==> src/rtl/vfs_pkg.sv <==
package vfs_pkg;
    typedef enum logic [1:0] {
        MODE_TXT_NARROW = 2'd0,
        MODE_TXT_WIDE   = 2'd1,
        MODE_GFX_MED    = 2'd2,
        MODE_GFX_HIGH   = 2'd3
    } vmode_e;
endpackage

==> src/rtl/vfs_timebase.sv <==
module vfs_timebase #(
    parameter int DOTS = 8,
    parameter int SW   = $clog2(DOTS)
) (
    input  logic          clk,
    input  logic          rst,
    input  logic          wide,
    output logic          dot_en,
    output logic [SW-1:0] slot,
    output logic          armed,
    output logic          half
);
    localparam int PW = SW + 1;

    typedef struct packed {
        logic [PW-1:0] ph;
        logic          armed;
        logic          half;
    } tb_s;

    tb_s s_d, s_q;
    logic wrap;

    always_comb begin
        dot_en = wide | s_q.ph[0];
        slot   = wide ? s_q.ph[SW-1:0] : s_q.ph[PW-1:1];
        armed  = s_q.armed;
        half   = s_q.half;
        wrap   = dot_en && (slot == SW'(DOTS - 1));
        s_d    = s_q;
        if (wrap) begin
            s_d.ph    = '0;
            s_d.armed = 1'b1;
            s_d.half  = ~s_q.half;
        end else begin
            s_d.ph = s_q.ph + PW'(1);
        end
    end

    always_ff @(posedge clk) begin
        if (rst) s_q <= '0;
        else     s_q <= s_d;
    end

    AST_SLOT_WRAP: assert property (@(posedge clk) disable iff (rst)
        (dot_en && slot == SW'(DOTS - 1)) |=> (slot == '0));
endmodule

==> src/rtl/vfs_strobes.sv <==
module vfs_strobes #(
    parameter int DOTS = 8,
    parameter int SW   = $clog2(DOTS)
) (
    input  vfs_pkg::vmode_e mode,
    input  logic          dot_en,
    input  logic [SW-1:0] slot,
    input  logic          armed,
    input  logic          half,
    output logic          char_en,
    output logic          cap_en,
    output logic          col_sel,
    output logic          ras_n,
    output logic          cas_n,
    output logic          code_en,
    output logic          attr_en,
    output logic          load_en
);
    localparam int S_CAP  = 1;
    localparam int S_RAS  = 2;
    localparam int S_COL  = DOTS / 2;
    localparam int S_CAS  = DOTS / 2 + 1;
    localparam int S_CODE = DOTS - 2;
    localparam int S_ATTR = DOTS - 1;

    logic gfx, hi_gfx;

    always_comb begin
        gfx     = (mode == vfs_pkg::MODE_GFX_MED) || (mode == vfs_pkg::MODE_GFX_HIGH);
        hi_gfx  = (mode == vfs_pkg::MODE_GFX_HIGH);
        char_en = dot_en && (slot == '0);
        cap_en  = dot_en && (slot == SW'(S_CAP));
        col_sel = (slot >= SW'(S_COL));
        ras_n   = !(armed && (slot >= SW'(S_RAS)));
        cas_n   = !(armed && (slot >= SW'(S_CAS)));
        code_en = armed && dot_en && (slot == SW'(S_CODE));
        attr_en = armed && dot_en && (slot == SW'(S_ATTR));
        load_en = gfx && dot_en && (slot == SW'(S_ATTR)) && (!hi_gfx || half);
    end
endmodule

==> src/rtl/vfs_fetch_latch.sv <==
module vfs_fetch_latch #(
    parameter int AW = 14,
    parameter int DW = 8,
    parameter int HW = AW / 2
) (
    input  logic          clk,
    input  logic          rst,
    input  logic          cap_en,
    input  logic          code_en,
    input  logic          attr_en,
    input  logic          col_sel,
    input  logic [AW-1:0] crtc_addr,
    input  logic [DW-1:0] vram_data,
    output logic [HW-1:0] vram_addr,
    output logic [DW-1:0] cg_code,
    output logic [DW-1:0] attr
);
    typedef struct packed {
        logic [AW-1:0] addr;
        logic [DW-1:0] code;
        logic [DW-1:0] attr;
    } lat_s;

    lat_s s_d, s_q;

    always_comb begin
        s_d = s_q;
        if (cap_en)  s_d.addr = crtc_addr;
        if (code_en) s_d.code = vram_data;
        if (attr_en) s_d.attr = vram_data;
        vram_addr = col_sel ? s_q.addr[AW-1:AW-HW] : s_q.addr[HW-1:0];
        cg_code   = s_q.code;
        attr      = s_q.attr;
    end

    always_ff @(posedge clk) begin
        if (rst) s_q <= '0;
        else     s_q <= s_d;
    end

    AST_ADDR_HOLD: assert property (@(posedge clk) disable iff (rst)
        !cap_en |=> $stable(s_q.addr));
    AST_CODE_HOLD: assert property (@(posedge clk) disable iff (rst)
        !code_en |=> $stable(cg_code));
    AST_ATTR_HOLD: assert property (@(posedge clk) disable iff (rst)
        !attr_en |=> $stable(attr));
endmodule

==> src/rtl/vid_fetch_seq.sv <==
module vid_fetch_seq #(
    parameter int DOTS = 8,
    parameter int AW   = 14,
    parameter int DW   = 8,
    parameter int HW   = AW / 2
) (
    input  logic          clk,
    input  logic          rst,
    input  logic [1:0]    mode,
    input  logic [AW-1:0] crtc_addr,
    input  logic          vram_sel,
    input  logic [DW-1:0] vram_data,
    output logic          dot_en,
    output logic          char_en,
    output logic          load_en,
    output logic          ras_n,
    output logic          cas_n,
    output logic          vram_ras_n,
    output logic [HW-1:0] vram_addr,
    output logic [DW-1:0] cg_code,
    output logic [DW-1:0] attr
);
    localparam int SW = $clog2(DOTS);

    vfs_pkg::vmode_e mode_e;
    logic [SW-1:0]   slot;
    logic            armed, half, cap_en, col_sel, code_en, attr_en;

    assign mode_e = vfs_pkg::vmode_e'(mode);

    vfs_timebase #(.DOTS(DOTS), .SW(SW)) u_tb (
        .clk(clk), .rst(rst), .wide(mode[0]),
        .dot_en(dot_en), .slot(slot), .armed(armed), .half(half)
    );

    vfs_strobes #(.DOTS(DOTS), .SW(SW)) u_stb (
        .mode(mode_e), .dot_en(dot_en), .slot(slot), .armed(armed), .half(half),
        .char_en(char_en), .cap_en(cap_en), .col_sel(col_sel),
        .ras_n(ras_n), .cas_n(cas_n), .code_en(code_en), .attr_en(attr_en),
        .load_en(load_en)
    );

    vfs_fetch_latch #(.AW(AW), .DW(DW), .HW(HW)) u_lat (
        .clk(clk), .rst(rst), .cap_en(cap_en), .code_en(code_en),
        .attr_en(attr_en), .col_sel(col_sel), .crtc_addr(crtc_addr),
        .vram_data(vram_data), .vram_addr(vram_addr), .cg_code(cg_code),
        .attr(attr)
    );

    assign vram_ras_n = ras_n | ~vram_sel;

    AST_RESET_QUIET: assert property (@(posedge clk) disable iff (rst)
        $past(rst) |-> (ras_n && cas_n));
    AST_CAS_IN_RAS: assert property (@(posedge clk) disable iff (rst)
        !cas_n |-> !ras_n);
    AST_CHAR_SINGLE: assert property (@(posedge clk) disable iff (rst)
        char_en |=> !char_en);
    AST_LOAD_SINGLE: assert property (@(posedge clk) disable iff (rst)
        load_en |=> !load_en);
endmodule

==> config.mk <==
export PLATFORM = sky130hd
export DESIGN_NAME = vid_fetch_seq
export DESIGN_NICKNAME = d
export VERILOG_FILES = /design/src/rtl/vfs_pkg.sv /design/src/rtl/vfs_timebase.sv /design/src/rtl/vfs_strobes.sv /design/src/rtl/vfs_fetch_latch.sv /design/src/rtl/vid_fetch_seq.sv
export SDC_FILE = /design/constraint.sdc
export NUM_CORES = 1
export LEC_CHECK = 0
export ABC_CLOCK_PERIOD_IN_PS = 1870
export CORE_MARGIN = 2
export CORE_UTILIZATION = 61
export DETAILED_ROUTE_END_ITERATION = 8
export DONT_BUFFER_PORTS = 1
export PLACE_DENSITY = 0.77
export SYNTH_ARGS = -nofsm -noshare
export SYNTH_HDL_FRONTEND = slang
export SYNTH_HIERARCHICAL = 1
export SYNTH_SLANG_ARGS = --single-unit
==> constraint.sdc <==
create_clock -name clk -period 1.87 [get_ports clk]
set_clock_uncertainty 0.1 [all_clocks]
set_input_delay 0.374 -clock clk [delete_from_list [all_inputs] [get_ports clk]]
set_output_delay 0.374 -clock clk [all_outputs]
set_load 0.01 [all_outputs]
==> results.yml, run 1 <==
outcome:
  outcome: "finished, violations left"
  violations: "negative setup slack"
setup_path:
  startpoint_type: "flop"
  worstPathArrival_ns: 1.44
  setup.worst_path.class: "reg -> out"
  cp.required_ns: 1.40
  critPathCaptureType: "output pin"
  path_max_fanout: 7
synthesis:
  synth_nets: 189
  ys_ff_latch: 36
  synthFlopType: "dfxtp_1"
  yosys-top-cells-count: "36 x dfxtp_1, 36 x nor2_1, 30 x mux2i_1"
  synth_area_leader_cell: "dfxtp_1"
  synth_area_leaders: "dfxtp_1 45%, mux2i_1 19%, buf_4 8.3%, nor2_1 8.3%, mux2_2 7.0%"
  synthesis.yosys.warnings: 6
  syn-instance-count: 161
  synth-seq-area-share: 0.445
  synth_edf_count: 0
  synth.cell_area_um2: 1620
  synth_cell_types: 26
  synth_top_area_frac: 0.445
  synth.avg_cell_area_um2: 10.1
  synthArstFlopShare: 0
sta:
  setup_slack_ns: -0.0484
  max_freq_mhz: 521
  finalCritPeriodShare: 1.03
  finalMaxSlewViolations: 0
  rsz0062_at_grt: "yes"
  tightestPinTransition_ns: 1.07
  tns_ns: -0.255
  finalCriticalPeriod_ns: 1.92
  max-slew-margin-rel: 0.286
  finalHoldViolCount: 0
  setup_viol: 8
clock_tree:
  clk_latency_ns: 0.33
  cts_buffers: 5
  h-tree-depth: 2
  clockBufferDepth: 2
  cts_tree: "yes"
  path_clk_slew_ns: 0.09
  clock-sinks: 36
  clockRootBuffer: "clkbuf_4"
power:
  power.density_nw_per_um2: 788
  fin_total_pwr_w: 0.00132
  p_sw_w: 0.000321
  clockPowerShare: 0.263
  swShare: 0.242
  internal-power_w: 0.00100
  pwr-share-comb: 0.128
  pwr-share-seq: 0.609
  ir_worst_vdd_mv: 0.708
  p_leak_nw: 0.623
floorplanning:
  fp-row-count: 18
  dieHeight_um: 55.5
  die-area_um2: 3080
  core_um2: 2500
  ios: 56
  start_util: 0.648
  fp.dieW_um: 55.5
global_routing:
  antenna_found_initial: 0
  met3_usage: 0.0984
  grt_usage: 0.203
  grt_max_degree: 31
  grt_pass1_wl_um: 4890
  top_usage_layer: "met2"
  grt_pass1_vias: 1016
  use_met1: 0.235
  grt-ovfl-total: 0
  use_met2: 0.325
layout:
  synthToLayoutAreaGrowth_pct: 3.79
  final_cell_area_um2: 1680
  layout-drive-gt1-share: 0.240
  fin_nets: 184
  fill_cells: 209
  n_antenna_cell: 0
placed_design:
  gp_congestion: 0.836
  portBuffers: 0
  detailed_place_hpwl_um: 1930
  place_area_um2: 1530
routing:
  drt-total-wl_um: 2940
  dr.pass1.iters: 4
  vias: 1057
  drt_iter0_drc: 34
  routedWlPerCell_um: 16.0
  vias_per_cell: 5.74
  antenna_left: 0
  drc: 0
flow_run:
  maxCapViolCount: 0
min_path:
  hp-class: "in -> reg"
## layout make-up
cell class / instances / area [um^2] / area share
flip-flops and latches: 36 / 733 / 0.436
clock buffers: 5 / 37.5 / 0.0223
repair buffers: 13 / 119 / 0.0707
multi-input cells: 98 / 746 / 0.444
inverters: 2 / 7.51 / 0.00447
well taps: 30 / 37.5 / 0.0223
## worst max-delay path: stages, from the launching register on
cell,delay (ns)
dfxtp_4,0.37
mux2_4,0.29
buf_6,0.15
mux2_4,0.32
## flip-flops by register name (all words and copies together) (netlist names)
register and count:
u_lat/s_q 14, u_lat/attr 8, u_lat/cg_code 8, u_tb/s_q 4
u_tb/armed 1, u_tb/half 1
## cell families after synthesis
logic type,Yosys count,share of synthesized area
and+or+nand+nor,50,0.136
muxes,40,0.255
DFF,36,0.445
buffers and inverters,27,0.120
AOI/OAI and AO/OA,4,0.0201
xor gates and xnor gates,3,0.0162
adders and majority gates,1,0.00773
## metal layers
metal	vias to the layer above	wire (um)
met3	11	244
met4	0	59
met5	-	0
met1	490	1210
li1	507	-
met2	49	1420
## final timing paths
| path | startpoint | end | slack, ns | cells past startpoint |
|---|---|---|---|---|
| worst max-delay path | u_tb/s_q[4] | vram_addr[5] | -0.05 | 3 |
| worst max register to register | u_tb/s_q[4] | u_lat/s_q[21] | 0.14 | 6 |
| worst min register to register | u_lat/s_q[26] | u_lat/s_q[26] | 0.39 | 2 |
| worst min-delay path | vram_data[4] | u_lat/cg_code[4] | 0.09 | 2 |
## power groups by stage
stage / sequential (W) / clock, W / combinational [W]
floorplan: 0.000821 / 0 / 0.000119
global placement: 0.000825 / 0 / 0.000122
detailed placement: 0.000826 / 0 / 0.000127
CTS: 0.000805 / 0.000362 / 0.000162
global route: 0.000810 / 0.000388 / 0.000185
finish: 0.000806 / 0.000348 / 0.000170
## cell usage in the layout, fill, tap and decap left out, types with 2 or more instances in the layout
master | netlist | layout
nand2b_1 | 2 | 2
mux2i_1 | 30 | 30
inv_1 | 2 | 2
buf_4 | 18 | 9
nand3_1 | 2 | 2
nand2_1 | 3 | 3
dfxtp_1 | 36 | 32
clkbuf_4 | 0 | 5
mux2_4 | 0 | 4
dlygate4sd3_1 | 0 | 2
mux2_2 | 10 | 6
xor2_1 | 2 | 2
dfxtp_4 | 0 | 3
nor2_1 | 36 | 36
## per-stage QoR
step                hold WS (ns)   util  setup slack, ns  std cells
global route              0.0722  0.672           -0.102        184
detailed placement         0.350  0.610           0.0987        171
CTS                       0.0786  0.666          -0.0627        184
finish                    0.0919  0.672          -0.0484        184
floorplan                  0.341      -            0.111        161
global placement           0.347  0.610            0.142        171
## what timing repair did
item	in CTS	in global routing
endpoints found under the setup margin	11	14
hold endpoints to repair	30	0
pin swaps	0	2
setup buffers	6	0
gates resized for setup	15	3
cloned	0	0
hold buffers	2	0
(Power assumes the default switching activity.)
==> inputs of run 2 (changes only) <==
--- a/config.mk
+++ b/config.mk
@@ -8,6 +8,7 @@
 export ABC_CLOCK_PERIOD_IN_PS = 1870
 export CORE_MARGIN = 2
 export CORE_UTILIZATION = 61
+export CTS_BUF_LIST = sky130_fd_sc_hd__clkbuf_16
 export DETAILED_ROUTE_END_ITERATION = 8
 export DONT_BUFFER_PORTS = 1
 export PLACE_DENSITY = 0.77
==> run 2 against run 1 <==
  * The flow now finishes without violations
  * Die area did not move
  * Sequential power rose by 0.7%
  * Combinational power fell by 19%
  * Clock power rose by 110%
  * Routed wire length fell by 6.7%
  * Non-clock buffer count fell by 7
  * Total power rose by 26%
  * Flip-flop and latch count did not move
  * Utilization rose by 0.50 points
  * Count of clock-buffer cells in the layout did not move
  * Setup slack improved by 0.074 ns
==> results.yml, run 2 (synthesis results as in run 1) <==
placed_design:
  portBuffers: 0
  gp_congestion: 0.836
  detailed_place_hpwl_um: 1930
  place_area_um2: 1530
sta:
  finalMaxSlewViolations: 0
  max_freq_mhz: 542
  tightestPinTransition_ns: 0.296
  rsz0062_at_grt: "yes"
  max-slew-margin-rel: 0.802
  finalCritPeriodShare: 0.986
  tns_ns: 0
  setup_viol: 0
  finalHoldViolCount: 0
  finalCriticalPeriod_ns: 1.84
min_path:
  hold_start: "rst"
  hp-class: "in -> reg"
layout:
  synthToLayoutAreaGrowth_pct: 4.56
  layout-drive-gt1-share: 0.211
  area.sequential_um2: 727
  final_cell_area_um2: 1690
  layout_common_cells: "36 x nor2_1, 33 x dfxtp_1, 30 x mux2i_1"
  fin_nets: 177
  multi_input_area_um2: 734
  largest_reg_flops: 14
  final_core_util: 0.677
  n_antenna_cell: 0
  fill_cells: 214
  largest-register: "u_lat/s_q"
  layout_commonest_cell: "nor2_1"
setup_path:
  cp-startpoint: "u_tb/s_q[4]"
  setup.worst_path.class: "reg -> out"
  startpoint_type: "flop"
  worstPathArrival_ns: 1.37
  path_delay_family: "flip-flops"
  max_stage_delay_ns: 0.36
  r2r-start: "u_tb/s_q[4]"
  cp.required_ns: 1.40
  slowest_stage: "dfxtp_4"
  cp_common_cell: "buf_4"
  path_buf_inv: 2
  critPathCaptureType: "output pin"
  path_max_fanout: 6
  cp_cell_sequence: "mux2_4, buf_4, nor3b_2, buf_4"
power:
  power.density_nw_per_um2: 989
  fin_total_pwr_w: 0.00167
  p_leak_nw: 0.623
  ir_worst_vdd_mv: 0.757
routing:
  antenna_left: 0
  vias: 972
  routedWlPerCell_um: 15.5
  drc: 0
  drt_iter0_drc: 26
  drt-total-wl_um: 2740
  dr.pass1.iters: 4
  vias_per_cell: 5.49
clock_tree:
  clock-sinks: 36
  cts_hold_buf: 0
  h-tree-depth: 2
  clk_latency_ns: 0.27
  cts_tree: "yes"
  path_clk_slew_ns: 0.05
  clockRootBuffer: "clkbuf_16"
  clockBufferDepth: 2
  cts_buffers: 5
global_routing:
  grt_max_degree: 35
  antenna_found_initial: 0
  grt_pass1_wl_um: 4510
  grt-ovfl-total: 0
  grt_pass1_vias: 982
  grt_usage: 0.190
floorplanning:
  die-area_um2: 3080
  start_util: 0.648
  core_um2: 2500
  dieHeight_um: 55.5
  fp-row-count: 18
  fp.dieW_um: 55.5
  ios: 56
outcome:
  outcome: "finished, final reports clean"
flow_run:
  maxCapViolCount: 0
run 2: cell types whose count changed in the layout (fill, tap and decap cells not counted), moves of 2 or more:
cell	delta
clkbuf_16	+5
dlygate4sd3_1	-2
dfxtp_4	-2
buf_4	-5
clkbuf_4	-5
run 2: timing repair:
action                                  4_1_cts  5_1_grt
endpoints found under the setup margin       10       11
pin swaps                                     0        1
buffers inserted                              1        0
resized for setup                             7        6
run 2: layer usage:
layer  part of all wire  wire, um  up-vias  GRT usage
met1               0.42      1160      451      0.215
met3              0.067       183        2     0.0820
li1                   -         -      486          -
met5                  0         0        -          0
met2               0.51      1390       33      0.298
met4             0.0040        11        0      0.108
run 2: layout make-up:
class	instances	share of cell area
Timing Repair Buffer	6	0.0362
Tap cell	30	0.0222
Multi-Input combinational cell	98	0.434
Sequential cell	36	0.429
Inverter	2	0.00443
Clock buffer	5	0.0739
run 2: worst paths after layout:
| path | end | slack, ns | cells past startpoint |
|---|---|---|---|
| worst min register to register | u_tb/s_q[2] | 0.38 | 1 |
| worst min-delay path | u_tb/s_q[2] | 0.07 | 1 |
| worst max register to register | u_lat/s_q[29] | 0.13 | 6 |
| worst max-delay path | char_en | 0.03 | 4 |
run 2: stage by stage:
| step | hold slack, ns | std cells | setup slack, ns |
|---|---|---|---|
| 6_report | 0.0676 | 177 | 0.0255 |
| 5_1_grt | 0.0555 | 177 | -0.0454 |
| 4_1_cts | 0.0553 | 177 | 0.00639 |
| 3_5_place_dp | 0.350 | 171 | 0.0987 |
| 3_3_place_gp | 0.347 | 171 | 0.142 |
| 2_1_floorplan | 0.341 | 161 | 0.111 |
run 2: where the power goes:
group | total, W | switching (W) | internal, W
combinational | 0.000137 | 0.0000636 | 0.0000735
sequential | 0.000812 | 0.0000177 | 0.000794
clock | 0.000725 | 0.000256 | 0.000469
==> inputs of run 3 (changes only) <==
--- a/config.mk
+++ b/config.mk
@@ -7,12 +7,11 @@
 export LEC_CHECK = 0
 export ABC_CLOCK_PERIOD_IN_PS = 1870
 export CORE_MARGIN = 2
-export CORE_UTILIZATION = 61
+export CORE_UTILIZATION = 62
 export CTS_BUF_LIST = sky130_fd_sc_hd__clkbuf_16
 export DETAILED_ROUTE_END_ITERATION = 8
 export DONT_BUFFER_PORTS = 1
-export PLACE_DENSITY = 0.77
+export PLACE_DENSITY = 0.78
 export SYNTH_ARGS = -nofsm -noshare
 export SYNTH_HDL_FRONTEND = slang
-export SYNTH_HIERARCHICAL = 1
 export SYNTH_SLANG_ARGS = --single-unit
==> run 3 against run 2 <==
  * The flow now finishes with violations (design-rule violations)
  * Utilization increased by 2.1 points
  * Maximum frequency decreased by 1.3%
  * Area after synthesis increased by 16%
  * Count of clock-buffer cells in the layout unchanged
  * Flip-flop and latch count unchanged
  * First-iteration DRC count increased by 120%
==> results.yml, run 3 <==
outcome:
  outcome: "finished, violations left"
  violations: "design-rule violations"
global_routing:
  grt_pass1_vias: 1240
  grt_max_degree: 59
  grt_pass1_wl_um: 5270
  antenna_found_initial: 0
  grt-ovfl-total: 0
  grt_usage: 0.203
sta:
  finalCriticalPeriod_ns: 1.87
  setup_slack_ns: 0.000431
  max_freq_mhz: 535
  tightestPinTransition_ns: 0.425
  max-slew-margin-rel: 0.714
  rsz0062_at_grt: "yes"
  finalHoldViolCount: 0
  finalCritPeriodShare: 1.00
  finalMaxSlewViolations: 0
  tns_ns: 0
  setup_viol: 0
power:
  swShare: 0.200
  ir_worst_vdd_mv: 0.661
  pwr-share-seq: 0.439
  clockPowerShare: 0.491
  fin_total_pwr_w: 0.00186
  internal-power_w: 0.00148
  power.density_nw_per_um2: 947
  pwr-share-comb: 0.069
  p_sw_w: 0.000372
  p_leak_nw: 0.703
layout:
  layout_commonest_cell: "nand2b_1"
  largest-register: "u_lat.s_q"
  final_cell_area_um2: 1960
  fill_cells: 215
  layout-drive-gt1-share: 0.152
  synthToLayoutAreaGrowth_pct: 4.54
  layout_common_cells: "47 x nand2b_1, 33 x dfxtp_1, 24 x mux2i_1"
  fin_nets: 211
  largest_reg_flops: 14
  n_antenna_cell: 0
  final_core_util: 0.698
floorplanning:
  die-area_um2: 3480
  ios: 56
  start_util: 0.668
  dieHeight_um: 59.0
  fp.dieW_um: 59.0
  fp-row-count: 19
  core_um2: 2810
synthesis:
  ys_ff_latch: 36
  synthesis.yosys.warnings: 0
  synthArstFlopShare: 0
  synth-seq-area-share: 0.385
  yosys-top-cells-count: "47 x nand2b_1, 36 x dfxtp_1, 24 x mux2i_1"
  synth_cell_types: 32
  synth.cell_area_um2: 1870
  synth.avg_cell_area_um2: 9.37
  synth_edf_count: 0
  synth_area_leader_cell: "dfxtp_1"
  synth_top_area_frac: 0.385
  syn-instance-count: 200
  synth_area_leaders: "dfxtp_1 38%, nand2b_1 16%, mux2i_1 13%, buf_4 6.4%, mux2_2 4.2%"
  synth_nets: 228
  synthFlopType: "dfxtp_1"
  yosysMostFrequentCell: "nand2b_1"
clock_tree:
  path_clk_slew_ns: 0.05
  cts_setup_buffers: 0
  clockBufferDepth: 2
  clockRootBuffer: "clkbuf_16"
  cts_buffers: 5
  cts_tree: "yes"
  h-tree-depth: 2
  clk_latency_ns: 0.27
  clock-sinks: 36
routing:
  drc: 6
  vias_per_cell: 5.96
  vias: 1281
  antenna_left: 0
  routedWlPerCell_um: 15.4
  dr.pass1.iters: 6
  drt_iter0_drc: 58
  drt-total-wl_um: 3310
setup_path:
  critPathCaptureType: "output pin"
  reg2reg_depth: 5
  reg2reg_setup_slack_ns: 0.30
  cp.required_ns: 1.40
  startpoint_type: "flop"
  setup.worst_path.class: "reg -> out"
  path_max_fanout: 7
  r2r-end: "u_lat.s_q[28]"
  r2r-start: "u_tb.s_q[5]"
  worstPathArrival_ns: 1.40
min_path:
  hp-class: "in -> reg"
  hold_start: "rst"
  hold_depth: 1
  hold_end: "u_tb.s_q[2]"
placed_design:
  gp_congestion: 0.819
  place_area_um2: 1780
  place_ws_ns: 0.214
  detailed_place_hpwl_um: 2310
  portBuffers: 0
flow_run:
  maxCapViolCount: 0
-- run 3: changes by cell type after synthesis, sizes merged, moves of 2 or more --
cell | before | now
mux2i | 30 | 24
o21ai | 1 | 9
clkbuf | 4 | 8
nand2b | 2 | 47
a21oi | 1 | 11
nor2 | 36 | 6
inv | 2 | 0
nand3 | 2 | 9
mux2 | 10 | 7
xor2 | 2 | 0
-- run 3: worst max path at each step --
| stage | start | endpoint | slack [ns] | cells past startpoint |
|---|---|---|---|---|
| floorplan | mode[0] | char_en | 0.19 | 4 |
| global placement | u_tb.s_q[4] | load_en | 0.26 | 2 |
| detailed placement | u_tb.s_q[3] | u_lat.s_q[19] | 0.21 | 4 |
| CTS | u_tb.s_q[5] | vram_addr[5] | -0.003 | 4 |
| global route | u_tb.s_q[5] | vram_addr[5] | -0.04 | 4 |
| finish | u_tb.s_q[5] | vram_addr[1] | 0.0004 | 4 |
-- run 3: layout make-up --
cell class / count / area [um^2] / area share
multi-input combinational: 135 / 978 / 0.499
sequential: 36 / 724 / 0.370
clock buffer: 5 / 125 / 0.0639
timing repair buffer: 5 / 53.8 / 0.0275
clock inverter: 3 / 38.8 / 0.0198
tap: 31 / 38.8 / 0.0198
-- run 3: per-layer routing --
metal	routed length, um	share of wire	track usage
met1	1340	0.41	0.217
met2	1610	0.49	0.341
met3	283	0.085	0.0852
met4	71	0.021	0.104
met5	0	0	0
-- run 3: repair_timing --
action / CTS / global route
setup endpoints to repair: 8 / 7
hold buffers: 0 / 0
pin swaps: 0 / 0
resized for setup: 4 / 2
-- run 3: kinds of logic (layout without fill, tap and decap cells) --
family | Yosys count | in the layout | share of synthesized area
xor gates and xnor gates | 2 | 2 | 0.00935
buffers and inverters | 29 | 13 | 0.0968
and+or+nand+nor | 77 | 77 | 0.246
AOI/OAI and AO/OA | 24 | 24 | 0.0868
muxes | 31 | 31 | 0.170
DFF | 36 | 36 | 0.385
adders and majority gates | 1 | 1 | 0.00667
-- run 3: power groups by stage --
stage	Clock (W)	Combinational [W]	Sequential, W
6_report	0.000912	0.000129	0.000816
5_1_grt	0.000971	0.000138	0.000820
4_1_cts	0.000929	0.000131	0.000815
3_5_place_dp	0	0.000129	0.000830
3_3_place_gp	0	0.000123	0.000828
2_1_floorplan	0	0.000134	0.000816
-- run 3: critical path, stage by stage (launching register included) --
cell,delay [ns]
dfxtp_1,0.31
nor2b_2,0.17
a21oi_2,0.12
buf_6,0.15
mux2_2,0.37
-- run 3: per-stage QoR --
step / hold slack [ns] / instances
2_1_floorplan: 0.345 / 200
3_3_place_gp: 0.344 / 207
3_5_place_dp: 0.348 / 207
4_1_cts: 0.0519 / 215
5_1_grt: 0.0526 / 215
6_report: 0.0663 / 215
